**config.mk**
```make
export PLATFORM = sky130hd
export DESIGN_NAME = sod_decoder
export DESIGN_NICKNAME = d
export VERILOG_FILES = /design/src/rtl/sod_pkg.sv /design/src/rtl/sod_split.sv /design/src/rtl/sod_thermo.sv /design/src/rtl/sod_channel.sv /design/src/rtl/sod_decoder.sv
export SDC_FILE = /design/constraint.sdc
export NUM_CORES = 1
export LEC_CHECK = 0
export BUFFER_PORTS_ARGS = -buffer_cell sky130_fd_sc_hd__buf_2
export CORE_MARGIN = 2
export CORE_UTILIZATION = 52
export CTS_CLUSTER_SIZE = 30
export DETAILED_ROUTE_END_ITERATION = 7
export GPL_ROUTABILITY_DRIVEN = 0
export PLACE_DENSITY = 0.84
export SLEW_MARGIN = 20
export SYNTH_ARGS = -nofsm -noshare
export SYNTH_HDL_FRONTEND = slang
export SYNTH_SLANG_ARGS = --single-unit
export TNS_END_PERCENT = 5
```
**constraint.sdc**
```tcl
create_clock -name clk_i -period 1.02 [get_ports clk_i]
set_input_delay 0.102 -clock clk_i [delete_from_list [all_inputs] [get_ports clk_i]]
set_output_delay 0.102 -clock clk_i [all_outputs]
set_load 0.05 [all_outputs]
```
**src/rtl/sod_pkg.sv**
```systemverilog
`timescale 1ns/1ps
package sod_pkg;
  localparam int DEF_DATA_W   = 16;
  localparam int DEF_COARSE_W = 5;
  localparam int NUM_CH       = 2;
endpackage

```
**src/rtl/sod_split.sv**
```systemverilog
`timescale 1ns/1ps
// Splits a two's-complement word into cell count, divider code and steering.
module sod_split #(
  parameter int DATA_W   = sod_pkg::DEF_DATA_W,
  parameter int COARSE_W = sod_pkg::DEF_COARSE_W,
  localparam int FINE_W  = DATA_W - COARSE_W
) (
  input  logic [DATA_W-1:0]   sample_i,
  output logic [COARSE_W-1:0] cnt_o,
  output logic [FINE_W-1:0]   fine_o,
  output logic                drain_o
);
  logic                neg;
  logic [COARSE_W-2:0] hi;
  logic [FINE_W-1:0]   lo;
  logic                lo_nz;

  assign neg   = sample_i[DATA_W-1];
  assign hi    = sample_i[DATA_W-2:FINE_W];
  assign lo    = sample_i[FINE_W-1:0];
  assign lo_nz = |lo;

  // negative half: round count up, divider drains the remainder
  always_comb begin
    if (neg) begin
      cnt_o   = {1'b0, hi} + {{(COARSE_W-1){1'b0}}, lo_nz};
      fine_o  = '0 - lo;
      drain_o = 1'b1;
    end else begin
      cnt_o   = {1'b1, hi};
      fine_o  = lo;
      drain_o = 1'b0;
    end
  end
endmodule

```
**src/rtl/sod_thermo.sv**
```systemverilog
`timescale 1ns/1ps
module sod_thermo #(
  parameter int CNT_W = sod_pkg::DEF_COARSE_W,
  localparam int CELLS = 2 ** CNT_W
) (
  input  logic [CNT_W-1:0] cnt_i,
  output logic [CELLS-1:0] vec_o
);
  for (genvar g = 0; g < CELLS; g++) begin : g_cell
    assign vec_o[g] = ({1'b0, cnt_i} > (CNT_W+1)'(g));
  end
endmodule

```
**src/rtl/sod_channel.sv**
```systemverilog
`timescale 1ns/1ps
module sod_channel #(
  parameter int DATA_W   = sod_pkg::DEF_DATA_W,
  parameter int COARSE_W = sod_pkg::DEF_COARSE_W,
  localparam int FINE_W  = DATA_W - COARSE_W,
  localparam int CELLS   = 2 ** COARSE_W
) (
  input  logic              clk_i,
  input  logic              rst_ni,
  input  logic              load_i,
  input  logic [DATA_W-1:0] sample_i,
  output logic [CELLS-1:0]  coarse_o,
  output logic [FINE_W-1:0] fine_o,
  output logic              drain_o
);
  logic [COARSE_W-1:0] cnt;
  logic [FINE_W-1:0]   fine_d;
  logic                drain_d;
  logic [CELLS-1:0]    vec_d;

  sod_split #(.DATA_W(DATA_W), .COARSE_W(COARSE_W)) u_split (
    .sample_i (sample_i),
    .cnt_o    (cnt),
    .fine_o   (fine_d),
    .drain_o  (drain_d)
  );

  sod_thermo #(.CNT_W(COARSE_W)) u_thermo (
    .cnt_i (cnt),
    .vec_o (vec_d)
  );

  always_ff @(posedge clk_i or negedge rst_ni) begin
    if (!rst_ni) begin
      coarse_o <= '0;
      fine_o   <= '0;
      drain_o  <= 1'b0;
    end else if (load_i) begin
      coarse_o <= vec_d;
      fine_o   <= fine_d;
      drain_o  <= drain_d;
    end
  end
endmodule

```
**src/rtl/sod_decoder.sv**
```systemverilog
`timescale 1ns/1ps
module sod_decoder #(
  parameter int DATA_W   = sod_pkg::DEF_DATA_W,
  parameter int COARSE_W = sod_pkg::DEF_COARSE_W,
  localparam int FINE_W  = DATA_W - COARSE_W,
  localparam int CELLS   = 2 ** COARSE_W
) (
  input  logic              clk_i,
  input  logic              rst_ni,
  input  logic              load_i,
  input  logic [DATA_W-1:0] smp_l_i,
  input  logic [DATA_W-1:0] smp_r_i,
  output logic [CELLS-1:0]  coarse_l_o,
  output logic [FINE_W-1:0] fine_l_o,
  output logic              drain_l_o,
  output logic [CELLS-1:0]  coarse_r_o,
  output logic [FINE_W-1:0] fine_r_o,
  output logic              drain_r_o
);
  localparam int NCH = sod_pkg::NUM_CH;

  logic [DATA_W-1:0] smp    [NCH];
  logic [CELLS-1:0]  coarse [NCH];
  logic [FINE_W-1:0] fine   [NCH];
  logic              drain  [NCH];

  assign smp[0] = smp_l_i;
  assign smp[1] = smp_r_i;

  // shared strobe keeps both channels on one edge
  for (genvar c = 0; c < NCH; c++) begin : g_ch
    sod_channel #(.DATA_W(DATA_W), .COARSE_W(COARSE_W)) u_ch (
      .clk_i    (clk_i),
      .rst_ni   (rst_ni),
      .load_i   (load_i),
      .sample_i (smp[c]),
      .coarse_o (coarse[c]),
      .fine_o   (fine[c]),
      .drain_o  (drain[c])
    );
  end

  assign coarse_l_o = coarse[0];
  assign fine_l_o   = fine[0];
  assign drain_l_o  = drain[0];
  assign coarse_r_o = coarse[1];
  assign fine_r_o   = fine[1];
  assign drain_r_o  = drain[1];
endmodule

```
======== After elaboration in Yosys (flattened, before gate mapping) ========
Index checks and enable logic that the tools add are counted.
Widths: inputs -> output; s select.
cells by class
  shifts and indexed selects .............. 0
  eq/ne operators ......................... 0
  muxes and demuxes ....................... 6
  bitwise gates (word level) .............. 0
  add/sub/neg operators ................... 4
  div/mod/pow operators ................... 0
  $mul .................................... 0
  reduce and logical (&&, ||, !) cells .... 2
  order comparisons ....................... 62
operators by type and width
  operator               count
  $gt 5x5->1 const B     30
  $gt 5x4->1 const B     16
  $gt 5x3->1 const B     8
  $mux 11                2
  $reduce_or 11->1       2
  $sub 1x11->11 const A  2
  $gt 5x1->1 const B     4
  $gt 5x2->1 const B     4
  $add 4x1->5            2
  $mux 5                 2
  $mux 1                 2
word-level totals
  bits in writable memories ............... 0
  bits of input ports ..................... 35
  output and inout port bits .............. 88
  ROM bits ................................ 0
  logic and storage cells ................. 80
  bits in registers ....................... 86
  bits in latches ......................... 0
  memories kept ........................... 0

======== Logic depth before layout (Yosys ltp) ========
  depth in word-level cells ............... 4
  mapped depth ............................ 12
  gate-level depth less buffers ........... 11

======== By module ========
Synthesis repeated with hierarchy kept, for this count alone.
unflattened totals
  cell total of the unflattened synthesis .. 392
  area total of the unflattened synthesis .. 5022.3 µm²
modules (own cells, without submodules)
  module       cells an instance  area each (µm²)  seq. area each (µm²)  instances
  sod_channel  93                 1838.0           1101.1                2
  sod_split    44                 356.6            0.0                   2
  sod_thermo   59                 316.6            0.0                   2

======== Worst setup path before layout ========
No wires, ideal clock.
  path type ............................... in2reg
  start ................................... input port smp_l_i[0]
  end ..................................... register g_ch[0].u_ch.coarse_o[2]
  setup slack ............................. -1299 ps
  setup time .............................. 126 ps
  data required time ...................... 894 ps
  arrival time ............................ 2193 ps
  buffers on the path ..................... 1
  stages on the path ...................... 11
  cells stage by stage .................... inv_1 ha_1 or3b_4 nor2_1 nand2_1 ha_1 ha_1 nand3_1 or3b_1 buf_2 o32a_1
between the ends
  word-level cells in the longest chain between the ends .. 4
ends and longest elaborated chain
  item                  line               RTL
  from (decl)           sod_decoder.sv:11  input logic [DATA_W-1:0] smp_l_i,
  $reduce_or 11->1      sod_split.sv:21    assign lo_nz = |lo;
  $add 4x1->5           sod_split.sv:26    cnt_o = {1'b0, hi} + {{(COARSE_W-1){1'b0}}, lo_nz};
  $mux 5                sod_split.sv:25    if (neg) begin
  $gt 5x2->1            sod_thermo.sv:10   assign vec_o[g] = ({1'b0, cnt_i} > (CNT_W+1)'(g));
  to (signal assigned)  sod_channel.sv:39  coarse_o <= vec_d;
  to (decl)             sod_channel.sv:12  output logic [CELLS-1:0] coarse_o,
Every way passes these cells.
A chain may end at the register's enable or synchronous reset.

======== Worst setup path after layout ========
  start ................................... input port smp_l_i[7]
  end ..................................... register g_ch[0].u_ch.coarse_o[2]
Same word-level chain as after synthesis.

==> impl_metrics.yaml <==
power:
  ir_worst_vdd_mv: 1.12
  finalPower_mw: 10.3
  p_leak_nw: 3.03
  p_per_area_nw_per_um2: 1530
timing:
  setup_tns_ns: -41.15
  max_freq_mhz: 532
  tightest_slew_ns: 0.520
  setup_violations: 104
  maxSlewViolCount: 0
  rsz0062_at_grt: "true"
  finalCritPeriodShare_pct: 184
  skew_ns: 0
  max_slew_margin_pct: 65.1
  fin_ws_ns: -0.859
  hold_ws_ns: 0.0522
  fin_crit_ns: 1.88
  hold_viol: 0
logic_synthesis:
  syn_area_um2: 4220
  synthArstFlopShare_pct: 100
  yosysWarnings: 0
  avgSynthCellArea_um2: 9.69
  netlist_instances: 436
  synth_flop_cell: "dfrtp_1"
  ys_seq_area_share_pct: 51.0
  synth_edf_count: 0
  ys_types: 54
  ys_ff_latch: 86
grt:
  grt_util_all_layers_pct: 30.7
  grt_start_max_net_pins: 37
  grt_pass1_vias: 4117
  grt_first_pass_wirelength_mm: 21.1
  antenna_found_initial: 0
  overflow: 0
final_layout:
  syn2layout_area_growth_pct: 60.1
  fillers: 365
  fin_cells: 720
  seqCellArea_um2: 2150
  multi_input_area_um2: 2310
  nNetsFinal: 655
  layout_common_cells: "buf_6, dfrtp_1, buf_4"
  final_common_cell: "buf_6"
  diodes: 0
  layout-drive-gt1-share_pct: 48.5
floorplan:
  start_util_pct: 54.1
  dieArea_um2: 8860
  core_area_um2: 7810
  dieWidth_um: 94.1
  dieHeight_um: 94.1
  io_pins: 123
  rows: 32
job:
  maxCapViolations: 0
clock_network:
  numCtsBuffers: 9
  clockBufferDepth: 2
  clkTransAtPathRegs_ns: 0.09
  cts_max_level: 3
  tritoncts: "done"
  clkLatencyLatePin_ns: 0.35
  numClockSinks: 86
  clockRootBuffer: "clkbuf_8"
detailed_routing:
  drc: 0
  avgViaCountPerCell: 5.83
  postRouteAntennaNets: 0
  vias: 4200
  wl_mm: 13.7
  firstDrtPassIters: 4
  drt_iter0_drc: 314
  wl_per_cell_um: 19.1
min_path:
  min_from: "smp_r_i[10]"
  hp-class: "primary input to flop"
  whs_endpoint: "g_ch[1].u_ch.fine_o[10]"
  worstHoldPathCells: 3
run_status:
  status: "complete, but fails checks"
  violations: "negative setup slack"
critical_path:
  cp-startpoint: "smp_l_i[7]"
  reg2reg_depth: 2
  crit_arrival_ns: 2.12
  crit_chain: "buf_6, or4_4, nor2_4, nand2_2, ha_4, ha_4, nand3_2, or3b_4, o32a_1"
  critPathMaxFanout: 5
  cp_slowest_cell: "or4_4"
  r2r_slack_ns: 0.14
  timing.rr.end: "g_ch[0].u_ch.coarse_o[25]"
  rr_startpoint: "g_ch[0].u_ch.coarse_o[25]"
  path_buf_inv: 1
  worstPathRequired_ns: 1.26
  path_class: "primary input to flop"
  slowest_delay_ns: 0.55
  cp-end-kind: "flop"
  start_kind: "primary input"
  cp_top_family: "simple AND/OR/NAND/NOR gates"
  crit_path_frequent_cell: "ha_4"
placed_design:
  pre_cts_slack_ns: -1.46
  place_inst: 699
  dp_hpwl_mm: 8.19
  portBuffers: 120
-- stage by stage --
stage	util [%]	cell area, um2
3_3_place_gp	70.3	5490
4_1_cts	84.0	6560
3_5_place_dp	70.3	5490
5_1_grt	86.6	6760
6_report	86.6	6760
2_1_floorplan	-	4300
-- cells in the mapped netlist (3+ instances only) --
cell	count	area (um2)
dfrtp_1	86	2150
nor2_1	62	233
a21oi_1	46	230
inv_1	25	93.8
nand2_1	23	86.3
o22ai_1	18	113
clkbuf_1	16	60.1
nor2b_1	16	100
xor2_1	14	123
a31o_2	10	87.6
o21ai_0	10	50.1
nand3_1	9	45.0
xnor2_1	9	78.8
buf_2	8	40.0
nor3_1	7	35.0
ha_1	6	75.1
mux2_2	6	67.6
o22a_1	5	43.8
o31ai_1	4	30.0
a31oi_1	3	18.8
and2_1	3	18.8
buf_1	3	11.3
mux2i_1	3	30.0
nand4_1	3	18.8
o32a_1	3	30.0
or4_1	3	22.5
-- routing by layer --
layer  vias up  GRT usage, %  part of all wire (%)  wire length [um]
met2       200          51.0                    51              7000
met5         -             0                     0                 0
met3        34          8.11                   6.6               904
li1       1865             -                     -                 -
met4         0          8.33                   2.2               309
met1      2101          39.8                    40              5530
-- sequential cells by signal, summed over array words and instances, names as in the netlist --
name / flops
g_ch.u_ch.fine_o: 22
g_ch.u_ch.drain_o: 2
g_ch.u_ch.coarse_o: 62
-- layout make-up --
| class | count | area share (%) |
|---|---|---|
| clock inverter | 3 | 0.629 |
| multi-input combinational | 296 | 34.1 |
| sequential | 86 | 31.8 |
| inverter | 25 | 1.54 |
| tap | 102 | 1.89 |
| timing repair buffer | 196 | 27.5 |
| clock buffer | 12 | 2.44 |
-- timing repair --
action / in CTS / in global routing
pin swaps: 31 / 22
setup buffers: 2 / 3
gates cloned: 0 / 0
hold buffers: 1 / 0
hold endpoints to repair: 86 / 0
endpoints found under the setup margin: 158 / 158
gates resized for setup: 236 / 37
-- cell families after synthesis --
family | count (synthesis) | synth area share, %
adder cells (fa/ha/maj) | 6 | 1.78
AO/OA/AOI/OAI | 113 | 17.9
flip-flops | 86 | 51.0
multiplexers | 10 | 2.67
buffers and inverters | 55 | 5.48
XOR/XNOR | 23 | 4.77
other | 1 | 0.0888
AND/OR/NAND/NOR | 142 | 16.3
-- worst reg2reg max path: cells and delay by family (launching register included) --
kind | cells | cell delay (ns)
compound gates | 1 | 0.22
simple gates | 1 | 0.15
flops | 1 | 0.41
-- report_power, final --
| part | leakage (nW) | total (mW) | internal, mW | switching (mW) |
|---|---|---|---|---|
| sequential | 0.983 | 4.03 | 3.74 | 0.283 |
| combinational | 1.94 | 3.76 | 1.43 | 2.33 |
| clock | 0.104 | 2.52 | 1.32 | 1.20 |
-- how the worst max path moves through the flow --
stage,end,slack (ns),cells past startpoint
2_1_floorplan,g_ch[0].u_ch.coarse_o[0],-1.13,9
3_3_place_gp,g_ch[1].u_ch.coarse_o[20],-1.31,11
3_5_place_dp,g_ch[1].u_ch.coarse_o[20],-1.46,11
4_1_cts,g_ch[0].u_ch.coarse_o[6],-0.84,12
5_1_grt,g_ch[0].u_ch.coarse_o[24],-0.90,10
6_report,g_ch[0].u_ch.coarse_o[2],-0.86,9
Power figures use the tool's default switching activity.
